**src/rtl/regbank_pkg.sv**
```systemverilog
package regbank_pkg;
    localparam int AW   = 4;
    localparam int NREG = 1 << AW;
    localparam int NCH  = 2;

    localparam logic [AW-1:0] ADR_CMD   = 4'd0;
    localparam logic [AW-1:0] ADR_ST1   = 4'd1;
    localparam logic [AW-1:0] ADR_VEC   = 4'd2;
    localparam logic [AW-1:0] ADR_PEND  = 4'd3;
    localparam logic [AW-1:0] ADR_X4    = 4'd4;
    localparam logic [AW-1:0] ADR_X5    = 4'd5;
    localparam logic [AW-1:0] ADR_FSLO  = 4'd6;
    localparam logic [AW-1:0] ADR_FSHI  = 4'd7;
    localparam logic [AW-1:0] ADR_DATA  = 4'd8;
    localparam logic [AW-1:0] ADR_MIC   = 4'd9;
    localparam logic [AW-1:0] ADR_X10   = 4'd10;
    localparam logic [AW-1:0] ADR_X11   = 4'd11;
    localparam logic [AW-1:0] ADR_TCLO  = 4'd12;
    localparam logic [AW-1:0] ADR_TCHI  = 4'd13;
    localparam logic [AW-1:0] ADR_X14   = 4'd14;
    localparam logic [AW-1:0] ADR_CFG   = 4'd15;

    localparam int CFG_EXT_BIT = 0;
    localparam int CFG_FS_BIT  = 2;
    localparam int CH_A = 0;
    localparam int CH_B = 1;
endpackage

```
**src/rtl/regbank_ptr.sv**
```systemverilog
module regbank_ptr
    import regbank_pkg::*;
(
    input  logic          clk,
    input  logic          rst_n,
    input  logic          acc_i,
    input  logic          wr_i,
    input  logic [AW-1:0] sel_i,
    output logic [AW-1:0] ptr_o
);
    typedef struct packed {
        logic [AW-1:0] ptr;
    } ptr_st_t;

    ptr_st_t st_d, st_q;

    always_comb begin
        st_d = st_q;
        if (acc_i) begin
            if (st_q.ptr != ADR_CMD) st_d.ptr = ADR_CMD;
            else if (wr_i)          st_d.ptr = sel_i;
        end
    end

    always_ff @(posedge clk) begin
        if (!rst_n) st_q <= '0;
        else        st_q <= st_d;
    end

    assign ptr_o = st_q.ptr;


    ptr_load_chk: assert property (@(posedge clk) disable iff (!rst_n)
        (acc_i && wr_i && st_q.ptr == ADR_CMD) |=> (ptr_o == $past(sel_i)));


    ptr_return_chk: assert property (@(posedge clk) disable iff (!rst_n)
        (acc_i && ptr_o != ADR_CMD) |=> (ptr_o == ADR_CMD));
endmodule

```
**src/rtl/regbank_store.sv**
```systemverilog
module regbank_store
    import regbank_pkg::*;
#(
    parameter int DW = 8
) (
    input  logic                            clk,
    input  logic                            rst_n,
    input  logic                            wr_i,
    input  logic                            ch_i,
    input  logic [AW-1:0]                   addr_i,
    input  logic [DW-1:0]                   wdata_i,
    output logic [DW-1:0]                   vec_o,
    output logic [DW-1:0]                   mic_o,
    output logic [NCH-1:0][NREG-1:0][DW-1:0] regs_o
);
    typedef struct packed {
        logic [DW-1:0]                   mic;
        logic [NCH-1:0][NREG-1:0][DW-1:0] regs;
    } store_st_t;

    store_st_t     st_d, st_q;
    logic [DW-1:0] vec_d, vec_q;

    always_comb begin
        st_d  = st_q;
        vec_d = vec_q;
        if (wr_i) begin
            unique case (addr_i)
                ADR_CMD: ;
                ADR_VEC: vec_d = wdata_i;
                ADR_MIC: st_d.mic = wdata_i;
                default: st_d.regs[ch_i][addr_i] = wdata_i;
            endcase
        end
    end

    always_ff @(posedge clk) begin
        if (!rst_n) st_q <= '0;
        else        st_q <= st_d;
    end

    always_ff @(posedge clk) begin
        vec_q <= vec_d;
    end

    assign vec_o  = vec_q;
    assign mic_o  = st_q.mic;
    assign regs_o = st_q.regs;


    mic_shared_chk: assert property (@(posedge clk) disable iff (!rst_n)
        (wr_i && addr_i == ADR_MIC) |=> (mic_o == $past(wdata_i)));


    vec_shared_chk: assert property (@(posedge clk) disable iff (!rst_n)
        (wr_i && addr_i == ADR_VEC) |=> (vec_o == $past(wdata_i)));
endmodule

```
**src/rtl/regbank_rdmux.sv**
```systemverilog
module regbank_rdmux
    import regbank_pkg::*;
#(
    parameter int DW   = 8,
    parameter int NSRC = 6
) (
    input  logic                             ch_i,
    input  logic [AW-1:0]                    addr_i,
    input  logic [NCH-1:0][NREG-1:0][DW-1:0] regs_i,
    input  logic [DW-1:0]                    vec_i,
    input  logic [DW-1:0]                    mic_i,
    input  logic [NSRC-1:0]                  pend_i,
    input  logic [NCH-1:0][DW-1:0]           st0_i,
    input  logic [NCH-1:0][DW-1:0]           st1_i,
    input  logic [NCH-1:0][DW-1:0]           rxd_i,
    input  logic [NCH-1:0][DW-1:0]           fslo_i,
    input  logic [NCH-1:0][DW-1:0]           fshi_i,
    output logic [DW-1:0]                    rdata_o
);
    localparam int CW = 3;

    logic [CW-1:0] code;
    logic [DW-1:0] vec_mod;
    logic [DW-1:0] cfg;
    logic          ext_en, fs_en;

    always_comb begin
        code = '0;
        for (int i = 0; i < NSRC; i++) begin
            if (pend_i[i]) code = CW'(i + 1);
        end
    end

    always_comb begin
        vec_mod        = vec_i;
        vec_mod[CW:1]  = code;
    end

    assign cfg    = regs_i[ch_i][ADR_CFG];
    assign ext_en = cfg[CFG_EXT_BIT];
    assign fs_en  = cfg[CFG_FS_BIT];

    always_comb begin
        rdata_o = '0;
        unique case (addr_i)
            ADR_CMD:  rdata_o = st0_i[ch_i];
            ADR_ST1:  rdata_o = st1_i[ch_i];
            ADR_VEC:  rdata_o = (ch_i == 1'(CH_B)) ? vec_mod : vec_i;
            ADR_PEND: rdata_o = (ch_i == 1'(CH_A)) ? DW'(pend_i) : '0;
            ADR_FSLO: rdata_o = fs_en ? fslo_i[ch_i] : '0;
            ADR_FSHI: rdata_o = fs_en ? fshi_i[ch_i] : '0;
            ADR_DATA: rdata_o = rxd_i[ch_i];
            ADR_MIC:  rdata_o = mic_i;
            ADR_TCLO, ADR_TCHI: rdata_o = regs_i[ch_i][addr_i];
            ADR_X4, ADR_X5, ADR_X10, ADR_X11, ADR_X14, ADR_CFG:
                      rdata_o = ext_en ? regs_i[ch_i][addr_i] : '0;
            default:  rdata_o = '0;
        endcase
    end


    always_comb begin
        if (addr_i == ADR_PEND && ch_i == 1'(CH_B))
            pend_hidden_chk: assert (rdata_o == '0);
    end


    always_comb begin
        if (addr_i == ADR_VEC && ch_i == 1'(CH_B) && pend_i == '0)
            vec_nocode_chk: assert (rdata_o[CW:1] == '0);
    end
endmodule

```
**src/rtl/dual_regbank.sv**
```systemverilog
module dual_regbank
    import regbank_pkg::*;
#(
    parameter int DW   = 8,
    parameter int NSRC = 6
) (
    input  logic              clk,
    input  logic              rst_n,
    input  logic              wr_en,
    input  logic              rd_en,
    input  logic              ch_sel,
    input  logic [DW-1:0]     wdata,
    output logic [DW-1:0]     rdata,
    input  logic [NSRC-1:0]   pend_i,
    input  logic [NCH*DW-1:0] st0_i,
    input  logic [NCH*DW-1:0] st1_i,
    input  logic [NCH*DW-1:0] rxd_i,
    input  logic [NCH*DW-1:0] fs_lo_i,
    input  logic [NCH*DW-1:0] fs_hi_i
);
    logic [NCH-1:0][AW-1:0]            ptr;
    logic [AW-1:0]                     addr;
    logic [DW-1:0]                     vec, mic;
    logic [NCH-1:0][NREG-1:0][DW-1:0]  regs;
    logic                              acc;

    assign acc = wr_en | rd_en;

    for (genvar c = 0; c < NCH; c++) begin : g_ptr
        regbank_ptr u_ptr (
            .clk   (clk),
            .rst_n (rst_n),
            .acc_i (acc && (ch_sel == 1'(c))),
            .wr_i  (wr_en),
            .sel_i (wdata[AW-1:0]),
            .ptr_o (ptr[c])
        );
    end

    assign addr = ptr[ch_sel];

    regbank_store #(.DW(DW)) u_store (
        .clk     (clk),
        .rst_n   (rst_n),
        .wr_i    (wr_en),
        .ch_i    (ch_sel),
        .addr_i  (addr),
        .wdata_i (wdata),
        .vec_o   (vec),
        .mic_o   (mic),
        .regs_o  (regs)
    );

    regbank_rdmux #(.DW(DW), .NSRC(NSRC)) u_rdmux (
        .ch_i    (ch_sel),
        .addr_i  (addr),
        .regs_i  (regs),
        .vec_i   (vec),
        .mic_i   (mic),
        .pend_i  (pend_i),
        .st0_i   (st0_i),
        .st1_i   (st1_i),
        .rxd_i   (rxd_i),
        .fslo_i  (fs_lo_i),
        .fshi_i  (fs_hi_i),
        .rdata_o (rdata)
    );
endmodule

```
**config.mk**
```make
export PLATFORM = sky130hd
export DESIGN_NAME = dual_regbank
export DESIGN_NICKNAME = d
export VERILOG_FILES = /design/src/rtl/regbank_pkg.sv /design/src/rtl/regbank_ptr.sv /design/src/rtl/regbank_store.sv /design/src/rtl/regbank_rdmux.sv /design/src/rtl/dual_regbank.sv
export SDC_FILE = /design/constraint.sdc
export NUM_CORES = 1
export LEC_CHECK = 0
export ABC_CLOCK_PERIOD_IN_PS = 3090
export CORE_MARGIN = 4
export CORE_UTILIZATION = 55
export CTS_BUF_LIST = sky130_fd_sc_hd__clkbuf_4
export DETAILED_ROUTE_END_ITERATION = 8
export PLACE_DENSITY = 0.79
export REMOVE_ABC_BUFFERS = 1
export SYNTH_ARGS = -nofsm -noshare
export SYNTH_HDL_FRONTEND = slang
export SYNTH_SLANG_ARGS = --single-unit
```
**constraint.sdc**
```tcl
create_clock -name clk -period 3.09 [get_ports clk]
set_input_delay 0.7725 -clock clk [delete_from_list [all_inputs] [get_ports clk]]
set_output_delay 0.7725 -clock clk [all_outputs]
set_load 0.1 [all_outputs]
```
==> run metrics, run 1 <==
final critical-path setup slack=-0.7704 ns; combinational share of power=0.151; Tot Pwr=8.110 mW; number of levels the H-tree was split into=3; Worst Clk Skew=0.03157 ns; nets=1842; Post-Route Setup TNS=-5.275 ns; final clock period utilization by the worst path=1.249; share of synthesized area occupied by flip-flops and latches=0.4154; Filler cells=1849; placed wire-length estimate after detailed placement=32880 um; Die Width=165.8 um; most common library cell in the layout ignoring fill and taps=dfxtp_1; Highest Clock Rate=0.2590 GHz; chip height=165.8 um; Max Slew Vio Count=0; wire length of the first global-routing pass=73890 um; synthesized instance count=1511; WHS Path Cells=1; Design Area, Final=17780 um^2; clk root buf=clkbuf_4; clock share of power=0.398; CP Class=reg2out; Cell Int Power=5.841 mW; fraction of synthesized cell area taken by the top area cell type=0.3978; count of buffers inserted at the top-level ports=106; fraction of layout instances using a drive strength above 1=0.2503; cell area after synthesis=13690 um^2; Finish-stage setup viols=8; via count of the first global-routing pass=12980; routing usage on met1=0.4382; number of placed cells counting well taps=1972; Syn Area/Cell=9.059 um^2; average wire per cell in the routed design=23.02 um; launch point of the critical path=g_ptr[1].u_ptr.ptr_o[0]; met3 Usage GRT=0.08284; crit path launch type=register; cell taking the most area after synthesis=dfxtp_1; startpoint of the most critical hold path=u_store.regs_o[77]; violations in the final reports=design-rule violations, negative setup slack; maximum number of pins on one net before global-route repair=98; crit-path max cell delay=0.54 ns; power density normalized to cell area=456.0 nW/um^2; total clock buffers created by CTS=75; most frequent cells in the layout=265 x dfxtp_1, 164 x buf_4, 153 x nand2_1; Max Buffers Root-to-Sink=3; number of hold-slack violations in the final timing report=0; clock tree from TritonCTS=yes; data required time at the worst endpoint=2.32 ns; number of synthesized register bits=280; Boundary Pins=107; Starting DRT DRC Count=1585; primary flip-flop cell chosen by synthesis mapping=dfxtp_1; Core Area=24390 um^2; placement-stage cell area=16150 um^2; share of power burned in registers=0.451; Static Leakage=6.579 nW; P&R area growth vs syn=29.92%; hold-fix buffer count after cts=0; ordered cell list for the critical path=buf_12 > mux4_2 > mux2i_2 > nor2_1 > o41ai_2 > buf_4 > nand4_1 > buf_12; met2 usage=0.5236; run status=finished, violations left; Util after Layout=0.7291; number of antenna-violating nets in the routed design=0; Tightest Pin Transition=0.8690 ns; Congestion Overflow GR=0; clock-pin slew of the registers on the worst-case setup and hold paths=0.06 ns; r2r worst-path depth=10; Most common cell on crit path=buf_12; overall global routing resource usage=0.3360; Maximum Capacitance Violations=0; die footprint=27470 um^2; Initial DRT Pass Iterations=9; most crowded layer after global routing=met2; number of synthesized flops with an enable pin=8; Worst IR Drop VDD=0.3375 mV; via count of the routed design=13280; switching part of the total power=0.2798; RSZ-0062 raised after global routing=true; yosys synthesis warning count=0; Min Clock Period, post-route=3.860 ns; startpoint of the worst-slack reg-to-reg timing path=g_ptr[1].u_ptr.ptr_o[1]; slowest cell on the critical path=mux4_2; DRC violation count after routing=1; total length of routed wires=48690 um; antenna violations before repair=1; clk_lat worst skew=0.71 ns; Async S/R FF share, synth=0; final weighted congestion in routability-driven placement=1.008; largest fanout of any net on the critical path=9; cell types occupying the most area after synthesis=dfxtp_1 40%, mux2i_1 11%, a21boi_0 6.7%; row count=57; Worst Path Arrival=3.09 ns; post-route insts no fill=2115; clk sink count=280; count of unique library cells instantiated by Yosys=66; Worst slew margin=0.4188; CP endpoint kind=output port; Initial Utilization=0.5612; via count normalized by instance count=6.279; net switching power=2.269 mW; class of the most critical hold timing path=reg2reg
==> logic make-up after synthesis <==
family                 count (synthesis)  synth area share
AOI/OAI and AO/OA                    405            0.2099
and+or+nand+nor                      501            0.1928
buffers and inverters                152           0.05018
DFF                                  280            0.4154
muxes                                173            0.1318
==> synthesized netlist by cell type, types with 6 or more instances <==
| cell | instances |
|---|---|
| clkbuf_1 | 88 |
| a22oi_1 | 56 |
| mux2i_1 | 151 |
| dfxtp_1 | 272 |
| o21ai_0 | 66 |
| nand2_2 | 6 |
| buf_6 | 6 |
| a222oi_1 | 7 |
| a31oi_1 | 7 |
| o22ai_1 | 11 |
| buf_2 | 42 |
| o211ai_1 | 15 |
| and2_1 | 52 |
| mux2_2 | 18 |
| buf_1 | 7 |
| nor2_1 | 35 |
| a221oi_1 | 15 |
| nor2b_1 | 106 |
| nand4_1 | 7 |
| nand3_1 | 96 |
| a22o_1 | 11 |
| a21oi_1 | 35 |
| a21o_1 | 17 |
| nand2_1 | 154 |
| a21boi_0 | 122 |
| edfxtp_1 | 8 |
==> power groups by stage <==
stage | clock network, mW | registers, mW | logic [mW]
finish | 3.23 | 3.66 | 1.22
global route | 3.47 | 3.65 | 1.26
CTS | 3.25 | 3.66 | 1.17
detailed placement | 0 | 3.74 | 1.11
global placement | 0 | 3.74 | 1.10
floorplan | 0 | 3.75 | 0.417
==> layer usage <==
layer / up-vias / routed length [um]
li1: 5908 / -
met1: 6337 / 19350
met2: 854 / 21680
met3: 182 / 5248
met4: 0 / 2412
met5: - / 0
==> critical path, delay by kind of cell, from the launching register on <==
kind / cells / cell delay [ns]
AO/OA/AOI/OAI: 1 / 0.40
buffers and inverters: 3 / 0.55
flip-flops: 1 / 0.43
multiplexers: 2 / 0.76
AND/OR/NAND/NOR: 2 / 0.25
==> timing repair <==
action | CTS | global route
setup buffers | 12 | 9
pin swaps | 29 | 33
setup endpoints to repair | 8 | 8
gates resized for setup | 72 | 65
==> final cells by class <==
type	count	area [um^2]	share of cell area
Tap cell	324	405.4	0.02280
Clock inverter	16	92.59	0.005207
Clock buffer	108	810.8	0.04559
Inverter	4	15.01	0.0008443
Timing Repair Buffer	303	2954	0.1661
Sequential cell	280	5704	0.3208
Multi-Input combinational cell	1079	7799	0.4385
Antenna cell	1	2.502	0.0001407
==> metrics by stage <==
stage / hold WS [ns] / worst slack (ns)
after floorplan: 0.4239 / -2.244
after global placement: 0.4362 / -0.6163
after detailed placement: 0.4412 / -0.5569
after CTS: 0.4614 / -0.7648
after global routing: 0.4768 / -0.8249
final: 0.4547 / -0.7704
==> path summary, 6_finish.rpt <==
kind,slack (ns),end
max,-0.77,rdata[0]
min,0.45,u_store.regs_o[77]
max reg2reg,0.46,u_store.regs_o[234]
min reg2reg,0.45,u_store.regs_o[77]
==> flip-flops by register name (all words and copies together) (netlist names) <==
name and count:
u_store.mic_o 8, u_store.regs_o 256, u_store.vec_o 8, g_ptr.u_ptr.ptr_o 8
No activity file was read; power rests on OpenSTA's default activity.
==> run 2, diff against run 1 <==
- ABC_CLOCK_PERIOD_IN_PS: 3090 -> 3250
- CAP_MARGIN: unset -> 10
- GPL_TIMING_DRIVEN: unset -> 1
- clock period: 3.09 -> 3.25 ns (I/O delays scaled with it)
==> run 2 against run 1 <==
The flow finishes with violations (negative setup slack). Hold slack better by 0.0034 ns. Die area is the same. Final cell count fell by 0.33%. Non-clock buffer count shrank 8. Wire length grew 2.0%. Critical path depth down 1. Via count rose by 0.40%. Sequential cell count stayed put. Clock-buffer cell count increased by 5. Clock power increased by 2%. Sequential power decreased by 5%. Highest routed layer unchanged.
==> run metrics, run 2 (synthesis gave the netlist of run 1 again) <==
ordered cell list for the critical path=buf_12 > mux4_2 > mux2i_1 > nor2_1 > o41ai_4 > nand4_1 > buf_12; Boundary Pins=107 (unchanged); Max Slew Vio Count=0 (unchanged); Maximum Capacitance Violations=0 (unchanged); Starting DRT DRC Count=1835 (+16%); final clock period utilization by the worst path=1.178; Initial DRT Pass Iterations=6 (-3); P&R area growth vs syn=30.87%; largest fanout of any net on the critical path=10 (+1); clock tree from TritonCTS=yes; clk_lat worst skew=0.69 ns (-0.02 ns); Setup Slack @ Placement=-0.6739 ns (-0.1169 ns); clk root buf=clkbuf_4; final critical-path setup slack=-0.5779 ns (+0.1925 ns); Worst slew margin=0.5066 (+0.08779); total clock buffers created by CTS=75 (unchanged); run status=finished, violations left; class of the most critical hold timing path=reg2reg; nets=1834 (-0.43%); Most common cell on crit path=buf_12; clk sink count=280 (unchanged); CP Class=reg2out; Filler cells=1762 (-4.7%); Worst IR Drop VDD=0.3682 mV (+9.1%); slack of the worst reg-to-reg path=0.28 ns (-0.18 ns); row count=57 (unchanged); number of flip-flops under the largest register name=256 (unchanged); worst-case hold slack=0.4581 ns (+0.003382 ns); die footprint=27470 um^2 (unchanged); Post-Route Setup TNS=-4.278 ns (+0.9964 ns); data required time at the worst endpoint=2.44 ns (+0.12 ns); register area=5703 um^2 (about the same); via count of the first global-routing pass=13090 (+0.84%); antenna violations before repair=1 (unchanged); Initial Utilization=0.5612 (unchanged); Min Clock Period, post-route=3.828 ns; overall global routing resource usage=0.3462 (+0.01020); RSZ-0062 raised after global routing=true; via count of the routed design=13330 (+0.40%); chip height=165.8 um (unchanged); multi-input gate area in the final layout=7811 um^2 (+0.16%); wire length of the first global-routing pass=75870 um (+2.7%); final weighted congestion in routability-driven placement=1.035 (+2.7%); Static Leakage=6.643 nW (+0.97%); Finish-stage setup viols=8 (unchanged); via count normalized by instance count=6.325 (+0.73%); Core Area=24390 um^2 (unchanged); number of levels the H-tree was split into=3 (unchanged); violations in the final reports=negative setup slack; Design Area, Final=17910 um^2 (+0.73%); DRC violation count after routing=0 (-1); Worst Path Arrival=3.02 ns (-0.07 ns); total length of routed wires=49650 um (+2.0%); Highest Clock Rate=0.2612 GHz; fraction of layout instances using a drive strength above 1=0.2496 (-0.0007000); most frequent cells in the layout=266 x dfxtp_1, 154 x nand2_1, 150 x buf_4; count of buffers inserted at the top-level ports=106 (unchanged); placed wire-length estimate after detailed placement=32530 um (-1.0%); clock-pin slew of the registers on the worst-case setup and hold paths=0.06 ns (about the same); average wire per cell in the routed design=23.55 um (+2.3%); Die Width=165.8 um (unchanged); placement-stage cell area=15940 um^2 (-1.3%); crit-path max cell delay=0.55 ns (about the same); Congestion Overflow GR=0 (unchanged); maximum number of pins on one net before global-route repair=101 (+3.1%); crit path launch type=register; most common library cell in the layout ignoring fill and taps=dfxtp_1; number of placed cells counting well taps=1948 (-1.2%); CP endpoint kind=output port; Max Buffers Root-to-Sink=3 (unchanged); power density normalized to cell area=443.9 nW/um^2 (-2.7%); number of hold-slack violations in the final timing report=0 (unchanged); Tightest Pin Transition=0.7380 ns (-0.1310 ns); Worst Clk Skew=0.03239 ns (+0.0008207 ns); post-route insts no fill=2108 (-0.33%); number of antenna-violating nets in the routed design=0 (unchanged); slowest cell on the critical path=mux4_2
## run 2: cell types whose count changed in the layout (fill, tap and decap cells not counted), sizes merged
cell | previous run | this run
clkbuf | 110 | 115
buf | 205 | 194
clkinvlp | 1 | 0
bufinv | 1 | 3
bufbuf | 0 | 3
clkinv | 12 | 7
## run 2: layout make-up
type,count,share of cell area
antenna,1,0.0001397
clock buffer,113,0.04736
clock inverter,12,0.006985
inverter,4,0.0008382
multi-input combinational,1079,0.4361
sequential,280,0.3184
tap,324,0.02263
timing repair buffer,295,0.1676
## run 2: what timing repair did
| item | CTS | global route |
|---|---|---|
| buffers inserted | 22 | 9 |
| endpoints found under the setup margin | 8 | 8 |
| hold buffers | 0 | 0 |
| resized for setup | 90 | 43 |
| gates cloned | 4 | 0 |
| pin swaps | 31 | 31 |
## run 2: worst max-delay path, delay by kind of cell (launching register included)
kind / cells / cell delay (ns)
flops: 1 / 0.47
simple gates: 2 / 0.32
buf+inv: 2 / 0.38
mux: 2 / 0.74
compound gates: 1 / 0.41
## run 2: power by group
part           total [mW]  internal (mW)  switching [mW]
combinational        1.19          0.519           0.672
clock                3.28           1.81            1.47
sequential           3.48           3.46          0.0205
## run 2: path summary, 6_finish.rpt
check | from | to | cells after the start
worst max-delay path | g_ptr[1].u_ptr.ptr_o[0] | rdata[0] | 7
worst min-delay path | u_store.regs_o[133] | u_store.regs_o[133] | 1
worst max register to register | g_ptr[0].u_ptr.ptr_o[1] | u_store.regs_o[136] | 10
worst min register to register | u_store.regs_o[133] | u_store.regs_o[133] | 1
## run 2: routing by layer
metal,global-route usage,wire (um)
met2,0.5250,21950
met1,0.4700,19920
met5,0,0
met4,0.1560,2309
met3,0.08450,5467
## run 2: metrics by stage
step / power [mW] / utilization
detailed placement: 4.591 / 0.6535
global route: 8.221 / 0.7344
finish: 7.953 / 0.7344
global placement: 4.587 / 0.6535
CTS: 7.924 / 0.7240
floorplan: 3.964 / -
